File: src/rtl/spi_fifo_pkg.sv
package spi_fifo_pkg;

  // Positions inside the 4-bit ordering field (command bits 12..15).
  localparam int TX_MSB_IDX  = 0;
  localparam int RX_MSB_IDX  = 1;
  localparam int RX_SWAP_IDX = 2;
  localparam int TX_SWAP_IDX = 3;

  function automatic logic [7:0] rev8(input logic [7:0] b);
    logic [7:0] r;
    for (int i = 0; i < 8; i++) r[i] = b[7-i];
    return r;
  endfunction

endpackage

File: src/rtl/lane_order.sv
// Passes a word of byte lanes straight through, or mirrors the lane order.
module lane_order #(
  parameter int LANES = 4,
  localparam int DW = LANES * 8
) (
  input  logic          swap,
  input  logic [DW-1:0] in_word,
  output logic [DW-1:0] out_word
);

  for (genvar g = 0; g < LANES; g++) begin : g_lane
    assign out_word[g*8 +: 8] = swap ? in_word[(LANES-1-g)*8 +: 8]
                                     : in_word[g*8 +: 8];
  end

endmodule

File: src/rtl/byte_ring.sv
// Circular byte store. It takes up to PUSH_W bytes and releases up to POP_W
// bytes per clock. Lane 0 of push_data and peek_data is the oldest byte.
// DEPTH must be a power of two. The caller keeps push within the free space
// and pop within the level.
module byte_ring #(
  parameter int DEPTH  = 32,
  parameter int PUSH_W = 4,
  parameter int POP_W  = 1,
  localparam int PW  = $clog2(DEPTH),
  localparam int CW  = $clog2(DEPTH + 1),
  localparam int UW  = $clog2(PUSH_W + 1),
  localparam int OW  = $clog2(POP_W + 1)
) (
  input  logic              clk,
  input  logic              rst_n,
  input  logic              flush,
  input  logic [UW-1:0]     push_cnt,
  input  logic [PUSH_W*8-1:0] push_data,
  input  logic [OW-1:0]     pop_cnt,
  output logic [POP_W*8-1:0]  peek_data,
  output logic [CW-1:0]     level
);

  logic [7:0]    mem_q [DEPTH];
  logic [PW-1:0] wr_q, wr_d, rd_q, rd_d;
  logic [CW-1:0] lvl_q, lvl_d;

  always_comb begin
    wr_d  = wr_q + PW'(push_cnt);
    rd_d  = rd_q + PW'(pop_cnt);
    lvl_d = lvl_q + CW'(push_cnt) - CW'(pop_cnt);
    if (flush) begin
      wr_d  = '0;
      rd_d  = '0;
      lvl_d = '0;
    end
  end

  always_ff @(posedge clk or negedge rst_n) begin
    if (!rst_n) begin
      wr_q  <= '0;
      rd_q  <= '0;
      lvl_q <= '0;
    end else begin
      wr_q  <= wr_d;
      rd_q  <= rd_d;
      lvl_q <= lvl_d;
    end
  end

  // Storage has no reset: the pointers and level alone say what is valid.
  always_ff @(posedge clk) begin
    for (int i = 0; i < PUSH_W; i++) begin
      if (!flush && (i < int'(push_cnt)))
        mem_q[wr_q + PW'(i)] <= push_data[i*8 +: 8];
    end
  end

  for (genvar g = 0; g < POP_W; g++) begin : g_peek
    assign peek_data[g*8 +: 8] = mem_q[rd_q + PW'(g)];
  end

  assign level = lvl_q;


  level_bound_chk: assert property (@(posedge clk) disable iff (!rst_n)
    lvl_q <= CW'(DEPTH));


  push_fit_chk: assert property (@(posedge clk) disable iff (!rst_n)
    !flush |-> (CW'(push_cnt) <= CW'(DEPTH) - lvl_q));


  pop_fit_chk: assert property (@(posedge clk) disable iff (!rst_n)
    !flush |-> (CW'(pop_cnt) <= lvl_q));

endmodule

File: src/rtl/spi_byte_fifo_pair.sv
module spi_byte_fifo_pair
  import spi_fifo_pkg::*;
#(
  parameter int             DEPTH   = 32,
  parameter int             LANES   = 4,
  parameter int             AW      = 8,
  parameter logic [AW-1:0]  TX_ADDR = 8'h10,
  parameter logic [AW-1:0]  RX_ADDR = 8'h14,
  localparam int DW = LANES * 8,
  localparam int CW = $clog2(DEPTH + 1),
  localparam int NW = $clog2(LANES + 1)
) (
  input  logic          clk,
  input  logic          rst_n,
  input  logic          sw_rst,
  input  logic [3:0]    order_ctl,
  input  logic          reg_wr,
  input  logic          reg_rd,
  input  logic [AW-1:0] reg_addr,
  input  logic [DW-1:0] reg_wdata,
  output logic [DW-1:0] reg_rdata,
  output logic          tx_byte_valid,
  input  logic          tx_byte_take,
  output logic [7:0]    tx_byte,
  input  logic          rx_byte_valid,
  input  logic [7:0]    rx_byte,
  output logic [CW-1:0] tx_level,
  output logic [CW-1:0] rx_level,
  output logic          tx_ovf_flag,
  output logic          rx_unf_flag
);

  logic tx_msb, rx_msb, tx_swap, rx_swap;
  assign tx_msb  = order_ctl[TX_MSB_IDX];
  assign rx_msb  = order_ctl[RX_MSB_IDX];
  assign tx_swap = order_ctl[TX_SWAP_IDX];
  assign rx_swap = order_ctl[RX_SWAP_IDX];

  // ---------------- transmit direction ----------------
  logic          tx_wr_hit, tx_accept;
  logic [CW-1:0] tx_lvl, tx_free;
  logic [NW-1:0] tx_push_cnt;
  logic          tx_pop_cnt;
  logic [DW-1:0] tx_ordered;
  logic [7:0]    tx_peek;

  lane_order #(.LANES(LANES)) u_tx_order (
    .swap     (tx_swap),
    .in_word  (reg_wdata),
    .out_word (tx_ordered)
  );

  always_comb begin
    tx_wr_hit   = reg_wr && (reg_addr == TX_ADDR);
    tx_free     = CW'(DEPTH) - tx_lvl;
    tx_accept   = tx_wr_hit && !sw_rst && (tx_free >= CW'(LANES));
    tx_push_cnt = tx_accept ? NW'(LANES) : '0;
    tx_pop_cnt  = tx_byte_take && (tx_lvl != '0) && !sw_rst;
  end

  byte_ring #(.DEPTH(DEPTH), .PUSH_W(LANES), .POP_W(1)) u_tx_ring (
    .clk       (clk),
    .rst_n     (rst_n),
    .flush     (sw_rst),
    .push_cnt  (tx_push_cnt),
    .push_data (tx_ordered),
    .pop_cnt   (tx_pop_cnt),
    .peek_data (tx_peek),
    .level     (tx_lvl)
  );

  assign tx_byte       = tx_msb ? tx_peek : rev8(tx_peek);
  assign tx_byte_valid = (tx_lvl != '0);
  assign tx_level      = tx_lvl;

  // ---------------- receive direction ----------------
  logic          rx_push_ok, rx_rd_hit;
  logic [CW-1:0] rx_lvl;
  logic [NW-1:0] rx_avail, rx_pop_cnt;
  logic [7:0]    rx_stored;
  logic [DW-1:0] rx_peek, rx_masked, rx_word;

  always_comb begin
    rx_push_ok = rx_byte_valid && !sw_rst && (rx_lvl != CW'(DEPTH));
    rx_stored  = rx_msb ? rx_byte : rev8(rx_byte);
    rx_rd_hit  = reg_rd && (reg_addr == RX_ADDR);
    rx_avail   = (rx_lvl >= CW'(LANES)) ? NW'(LANES) : NW'(rx_lvl);
    rx_pop_cnt = (rx_rd_hit && !sw_rst) ? rx_avail : '0;
    for (int i = 0; i < LANES; i++)
      rx_masked[i*8 +: 8] = (i < int'(rx_avail)) ? rx_peek[i*8 +: 8] : 8'h00;
  end

  byte_ring #(.DEPTH(DEPTH), .PUSH_W(1), .POP_W(LANES)) u_rx_ring (
    .clk       (clk),
    .rst_n     (rst_n),
    .flush     (sw_rst),
    .push_cnt  (rx_push_ok),
    .push_data (rx_stored),
    .pop_cnt   (rx_pop_cnt),
    .peek_data (rx_peek),
    .level     (rx_lvl)
  );

  lane_order #(.LANES(LANES)) u_rx_order (
    .swap     (rx_swap),
    .in_word  (rx_masked),
    .out_word (rx_word)
  );

  assign rx_level = rx_lvl;

  // ---------------- read data and sticky flags ----------------
  logic [DW-1:0] rdata_q, rdata_d;
  logic          ovf_q, ovf_d, unf_q, unf_d;

  always_comb begin
    rdata_d = rdata_q;
    ovf_d   = ovf_q | (tx_wr_hit && !tx_accept);
    unf_d   = unf_q | (rx_rd_hit && (rx_lvl == '0));
    if (rx_rd_hit) rdata_d = rx_word;
    if (sw_rst) begin
      rdata_d = '0;
      ovf_d   = 1'b0;
      unf_d   = 1'b0;
    end
  end

  always_ff @(posedge clk or negedge rst_n) begin
    if (!rst_n) begin
      rdata_q <= '0;
      ovf_q   <= 1'b0;
      unf_q   <= 1'b0;
    end else begin
      rdata_q <= rdata_d;
      ovf_q   <= ovf_d;
      unf_q   <= unf_d;
    end
  end

  assign reg_rdata   = rdata_q;
  assign tx_ovf_flag = ovf_q;
  assign rx_unf_flag = unf_q;


  tx_push_step_chk: assert property (@(posedge clk) disable iff (!rst_n)
    (tx_accept && !tx_pop_cnt) |=> (tx_lvl == $past(tx_lvl) + CW'(LANES)));


  ovf_sticky_chk: assert property (@(posedge clk) disable iff (!rst_n)
    (tx_ovf_flag && !sw_rst) |=> tx_ovf_flag);


  unf_sticky_chk: assert property (@(posedge clk) disable iff (!rst_n)
    (rx_unf_flag && !sw_rst) |=> rx_unf_flag);


  flush_chk: assert property (@(posedge clk) disable iff (!rst_n)
    sw_rst |=> (tx_lvl == '0 && rx_lvl == '0 && reg_rdata == '0));


  empty_read_chk: assert property (@(posedge clk) disable iff (!rst_n)
    (rx_rd_hit && !sw_rst && rx_lvl == '0) |=> (reg_rdata == '0 && rx_unf_flag));


  idle_take_chk: assert property (@(posedge clk) disable iff (!rst_n)
    (!tx_byte_valid && tx_byte_take && !reg_wr) |=> (tx_lvl == '0));

endmodule

File: config.mk
export PLATFORM = sky130hd
export DESIGN_NAME = spi_byte_fifo_pair
export DESIGN_NICKNAME = d
export VERILOG_FILES = /design/src/rtl/spi_fifo_pkg.sv /design/src/rtl/lane_order.sv /design/src/rtl/byte_ring.sv /design/src/rtl/spi_byte_fifo_pair.sv
export SDC_FILE = /design/constraint.sdc
export NUM_CORES = 1
export LEC_CHECK = 0
export BUFFER_PORTS_ARGS = -buffer_cell sky130_fd_sc_hd__buf_2
export CORE_MARGIN = 4
export CORE_UTILIZATION = 55
export DETAILED_ROUTE_END_ITERATION = 16
export PLACE_DENSITY = 0.72
export SYNTH_ARGS = -nofsm -noshare
export SYNTH_HDL_FRONTEND = slang
export SYNTH_SLANG_ARGS = --single-unit
File: constraint.sdc
create_clock -name clk -period 4.45 [get_ports clk]
set_input_delay 0.89 -clock clk [delete_from_list [all_inputs] [get_ports clk]]
set_output_delay 0.89 -clock clk [all_outputs]
set_load 0.01 [all_outputs]
==> flow_metrics.py, run 1 <==
metrics = {
    "pwr": {
        "switchingPower_mw": 3.364,
        "p_seq_share_pct": 45.9,
        "p_clk_share_pct": 40.1,
        "p_leak_nw": 12.45,
        "worst_ir_drop_vdd_mv": 0.3329,
        "p_comb_share_pct": 14.0,
        "power_density_nw_per_um2": 360.5,
        "power_switching_share_pct": 25.53,
        "p_int_mw": 9.813,
    },
    "floorplan": {
        "die_y_um": 249.9,
        "core_area_um2": 57810,
        "start_util_pct": 55.68,
        "rows": 88,
        "fp.dieArea_um2": 62450,
        "io_pins": 114,
        "die_w_um": 249.9,
    },
    "flow_run": {
        "cap_violations": 0,
    },
    "route": {
        "vias_per_cell": 6.980,
        "routedWlPerCell_um": 30.71,
        "antenna_left": 0,
        "dr.pass1.iters": 5,
        "finalWirelength_um": 101200,
        "drcViolationCount": 0,
        "vias": 22998,
        "drtIter0Drc": 2781,
    },
    "finish": {
        "num_antenna_cells": 0,
        "finalNonFillerCells": 3295,
        "area_growth_pct": 13.57,
        "layout_commonest_cell": "edfxtp_1",
        "drive_gt1_share_pct": 31.26,
        "nets": 2572,
        "mostFrequentLayoutCells": "edfxtp_1 (512), mux4_2 (274), nand2_1 (222)",
    },
    "critical_path": {
        "r2r_cells": 8,
        "regToRegSetupSlack_ns": 0.79,
        "rr_startpoint": "u_rx_ring.rd_q[2]",
        "slowest_stage": "mux4_2",
        "rr_endpoint": "reg_rdata[9]",
        "critPathCaptureType": "primary output",
        "max_stage_delay_ns": 0.53,
        "crit_path_start": "u_tx_ring.rd_q[0]",
        "worstPathArrival_ns": 3.30,
        "critical_path_class": "flip-flop to primary output",
        "cp_data_required_time_ns": 3.56,
        "crit_fanout": 21,
        "crit_chain": "buf_12 > buf_12 > mux4_2 > mux4_2 > mux2i_1 > o21ai_0 > buf_2",
        "cp-start-kind": "flip-flop",
        "critPathCapture": "tx_byte[3]",
    },
    "synthesis": {
        "netlist_area_um2": 32180,
        "ys.flop_type": "edfxtp_1",
        "synth_top_area_share_pct": 47.77,
        "synth_enable_flop_cells": 512,
        "synth-seq-cells": 576,
        "ys_warn_count": 0,
        "ys_top_cells_by_area": "edfxtp_1 (48%), mux4_2 (19%), dfrtp_1 (5.0%), mux2i_1 (3.7%), mux2_2 (3.3%)",
        "yosys.area.top_type": "edfxtp_1",
        "netlist_instances": 2312,
        "synth.distinct_cells": 64,
        "ys_seq_area_share_pct": 52.75,
        "async_flop_share_pct": 11.11,
        "avgSynthCellArea_um2": 13.92,
        "syn_nets": 2406,
    },
    "global_route": {
        "overflow": 0,
        "grt_pass1_wl_um": 147900,
        "antenna_found_initial": 2,
        "grt.total_usage_pct": 31.79,
        "grt_max_degree": 101,
        "grt_pass1_vias": 22613,
    },
    "clock_tree": {
        "cts_resized": 0,
        "clkLatencyLatePin_ns": 0.64,
        "h-tree-depth": 2,
        "path_clk_slew_ns": 0.06,
        "clock_path_buffers": 3,
        "cts_buffers": 60,
        "cts_root_buf": "clkbuf_16",
        "cts_tree": "built",
        "clock-sinks": 576,
    },
    "timing": {
        "fmaxAchievable_mhz": 238.7,
        "setup_viol": 0,
        "worstMarginPinSlew_ns": 1.259,
        "finalCritPeriodShare_pct": 94.13,
        "slew_viol_final": 0,
        "tns_ns": 0,
        "rsz0062_at_grt": "no",
        "hold_viol_final": 0,
        "clock-skew-final_ns": 0.01323,
        "finalCriticalPeriod_ns": 4.189,
        "maxSlewHeadroom_pct": 16.07,
    },
    "placed_design": {
        "dp.cells": 3168,
        "io_buffers": 113,
        "gp_congestion": 1.004,
        "post-dp-hpwl_um": 71380,
    },
    "min_path": {
        "hp-class": "primary input to asynchronous set/reset pin",
    },
    "outcome": {
        "outcome": "complete, no violations",
    },
}
critical path, delay by kind of cell, from the launching register on:
family / cells / cell delay (ns)
mux: 3 / 1.45
flops: 1 / 0.52
buf+inv: 3 / 0.51
compound gates: 1 / 0.15
cells by family after synthesis:
logic type	after synthesis	synth area share (%)
AO/OA/AOI/OAI	375	7.165
XOR/XNOR	41	1.256
adder cells (fa/ha/maj)	35	1.431
buffers and inverters	210	2.609
flip-flops	576	52.75
multiplexers	488	26.19
AND/OR/NAND/NOR	587	8.599
cell usage after synthesis (all sizes together), types with 20 or more instances:
master / number
clkbuf: 100
buf: 79
ha: 32
nand2: 222
inv: 29
nand4: 20
mux4: 274
a21oi: 191
dfrtp: 64
a32oi: 33
xnor2: 32
mux2i: 120
edfxtp: 512
nand3: 94
o21ai: 40
mux2: 94
nor2: 154
what timing repair did:
| item | CTS | global route |
|---|---|---|
| setup buffers | 0 | 13 |
| hold buffers | 0 | 0 |
| endpoints found under the setup margin | 0 | 2 |
worst min-delay path by stage:
stage | slack, ns | end | cells past startpoint | start
after floorplan | 0.53 | reg_rdata[0] | 2 | reg_rdata[0]
after global placement | 0.47 | reg_rdata[13] | 1 | reg_rdata[13]
after detailed placement | 0.48 | reg_rdata[13] | 1 | reg_rdata[13]
after CTS | 0.37 | u_rx_ring.rd_q[2] | 1 | rst_n
after global routing | 0.44 | reg_rdata[16] | 1 | rst_n
final | 0.37 | reg_rdata[30] | 1 | rst_n
cell type report:
cell class / instances / area, um^2
well taps: 765 / 957.2
clock buffers: 74 / 1647
inverters: 31 / 116.4
flip-flops and latches: 576 / 16990
repair buffers: 283 / 1929
fillers: 4217 / 21250
clock inverters: 40 / 440.4
multi-input cells: 1526 / 14470
state kept, by name, indices dropped and copies added, names as in the netlist, 3 cells and up:
| name | flops |
|---|---|
| reg_rdata | 32 |
| u_tx_ring.rd_q | 5 |
| u_tx_ring.wr_q | 3 |
| u_rx_ring.mem_q | 256 |
| u_tx_ring.level | 6 |
| u_rx_ring.rd_q | 5 |
| u_rx_ring.level | 6 |
| u_tx_ring.mem_q | 256 |
| u_rx_ring.wr_q | 5 |
through the flow:
| stage | hold slack (ns) | utilization (%) | power (mW) | worst slack, ns | cell area [um^2] |
|---|---|---|---|---|---|
| 5_1_grt | 0.4446 | 63.23 | 13.60 | 0.1772 | 36550 |
| 2_1_floorplan | 0.5271 | - | 7.276 | 0.2796 | 32180 |
| 3_5_place_dp | 0.4781 | 59.43 | 7.924 | 0.5869 | 34350 |
| 6_report | 0.3669 | 63.23 | 13.18 | 0.2611 | 36550 |
| 3_3_place_gp | 0.4703 | 59.43 | 7.883 | 0.5785 | 34350 |
| 4_1_cts | 0.3700 | 63.04 | 13.16 | 0.09178 | 36440 |
power groups by stage:
stage	Sequential [mW]	Clock (mW)	Combinational, mW
3_3_place_gp	6.17	0	1.71
2_1_floorplan	6.14	0	1.13
5_1_grt	6.05	5.58	1.96
6_report	6.05	5.29	1.84
4_1_cts	6.06	5.34	1.76
3_5_place_dp	6.17	0	1.75
routing by layer:
layer	GRT usage (%)	share of wire [%]	vias up
li1	-	-	9555
met1	40.11	35	11587
met2	52.76	49	1563
met3	5.940	10	289
met4	16.82	6.2	4
met5	0	0.027	-
No activity file was read; power rests on OpenSTA's default activity.
==> run 2, diff against run 1 <==
==> constraint.sdc (replaced) <==
create_clock -name clk -period 4.6 [get_ports clk]
set_input_delay 0.92 -clock clk [delete_from_list [all_inputs] [get_ports clk]]
set_output_delay 0.92 -clock clk [all_outputs]
set_load 0.01 [all_outputs]
==> run 2 against run 1 <==
Against the previous run:
- register-to-register slack better by 0.07 ns
- utilization down 0.14 points
- worst setup slack gained 0.11 ns
- sequential power decreased by 3%
- cell count fell by 0.64%
- cell area shrank 0.23%
- critical path depth fell by 1
- largest power group unchanged
==> flow_metrics.py, run 2 (synthesis results as in run 1) <==
metrics = {
    "timing": {
        "worstMarginPinSlew_ns": 1.239,
        "maxSlewHeadroom_pct": 15.07,
        "tns_ns": 0,
        "hold_viol_final": 0,
        "slew_viol_final": 0,
        "finalCriticalPeriod_ns": 4.228,
        "setup_ws_ns": 0.3723,
        "fmaxAchievable_mhz": 236.5,
        "rsz0062_at_grt": "no",
        "setup_viol": 0,
        "finalCritPeriodShare_pct": 91.91,
        "clock-skew-final_ns": 0.03427,
    },
    "pwr": {
        "power_density_nw_per_um2": 353.4,
        "worst_ir_drop_vdd_mv": 0.3492,
        "p_leak_nw": 12.37,
        "power_mw": 12.89,
    },
    "route": {
        "vias": 23154,
        "dr.pass1.iters": 5,
        "routedWlPerCell_um": 31.23,
        "finalWirelength_um": 102300,
        "antenna_left": 0,
        "drcViolationCount": 0,
        "vias_per_cell": 7.072,
        "drtIter0Drc": 3269,
    },
    "global_route": {
        "antenna_found_initial": 0,
        "overflow": 0,
        "grt_pass1_vias": 22867,
        "grt.total_usage_pct": 32.31,
        "grt_max_degree": 67,
        "grt_pass1_wl_um": 150400,
    },
    "placed_design": {
        "place_ws_ns": 0.6193,
        "gp_congestion": 0.9850,
        "post-dp-hpwl_um": 71180,
        "place_area_um2": 34300,
        "io_buffers": 113,
    },
    "floorplan": {
        "io_pins": 114,
        "start_util_pct": 55.68,
        "core_area_um2": 57810,
        "rows": 88,
        "die_w_um": 249.9,
        "die_y_um": 249.9,
        "fp.dieArea_um2": 62450,
    },
    "critical_path": {
        "worstPathArrival_ns": 3.31,
        "crit_fanout": 33,
        "cp_data_required_time_ns": 3.68,
        "critical_path_class": "flip-flop to primary output",
        "critPathCaptureType": "primary output",
        "cp-start-kind": "flip-flop",
    },
    "finish": {
        "drive_gt1_share_pct": 30.65,
        "layout_commonest_cell": "edfxtp_1",
        "nets": 2551,
        "regArea_um2": 16990,
        "area_growth_pct": 13.31,
        "multi_input_area_um2": 14480,
        "mostFrequentLayoutCells": "edfxtp_1 (512), mux4_2 (274), nand2_1 (222)",
        "fin_area_um2": 36470,
        "nFillCells": 4200,
        "num_antenna_cells": 0,
    },
    "clock_tree": {
        "postCtsSetupRepairBufs": 0,
        "ctsHoldBuffers": 0,
        "cts_tree": "built",
        "cts_resized": 0,
        "cts_buffers": 60,
        "h-tree-depth": 2,
        "clkLatencyLatePin_ns": 0.64,
        "clock_path_buffers": 3,
        "cts_root_buf": "clkbuf_16",
        "clock-sinks": 576,
        "path_clk_slew_ns": 0.06,
    },
    "outcome": {
        "outcome": "complete, no violations",
    },
    "min_path": {
        "hp-class": "primary input to asynchronous set/reset pin",
    },
    "flow_run": {
        "cap_violations": 0,
    },
}
-- run 2: cell types whose count changed in the layout (fill, tap and decap cells not counted), moves of 2 or more --
cell        previous run  this run
buf_4                163       143
clkbuf_1               7        12
clkinv_2              15        11
clkinv_4               0         4
clkinv_1               8         5
clkinv_16              0         2
clkinvlp_4             5         3
-- run 2: worst paths after layout --
check                             startpoint                end  slack (ns)  cells past startpoint
min in group clk               reg_rdata[13]      reg_rdata[13]        0.49                      1
min                                    rst_n      reg_rdata[30]        0.34                      1
min reg2reg                    reg_rdata[13]      reg_rdata[13]        0.49                      1
max in group asynchronous              rst_n  u_tx_ring.rd_q[0]        3.27                      2
max                        u_tx_ring.rd_q[0]         tx_byte[3]        0.37                      6
max reg2reg                u_rx_ring.rd_q[0]      reg_rdata[13]        0.86                      8
-- run 2: power by group --
part	switching [mW]	total, mW	internal (mW)
clock network	2.14	5.27	3.12
logic	1.09	1.77	0.678
registers	0.0649	5.85	5.79
total	3.30	12.9	9.59
-- run 2: area by class of cell --
cell class,count,area share [%]
Timing Repair Buffer,262,4.824
Tap cell,765,2.625
Clock buffer,81,4.673
Multi-Input combinational cell,1526,39.70
Inverter,31,0.3191
Sequential cell,576,46.59
Clock inverter,33,1.269
-- run 2: per-layer routing --
metal	share of wire, %	GRT usage, %
met3	10	6.419
met1	34	41.04
met5	0	0
met4	6.8	18.06
met2	48	52.58
-- run 2: worst max-delay path: stages, from the launching register on --
cell and delay, ns:
dfrtp_4 0.52, buf_12 0.29, mux4_2 0.57, mux4_2 0.46, mux2i_1 0.45, o21ai_0 0.16, buf_2 0.17
-- run 2: stage by stage --
step	utilization, %	cells	hold WS (ns)
detailed placement	59.34	3160	0.4782
floorplan	-	2312	0.5271
CTS	63.09	3274	0.3336
global placement	59.34	3160	0.4713
global route	63.09	3274	0.3997
finish	63.09	3274	0.3402
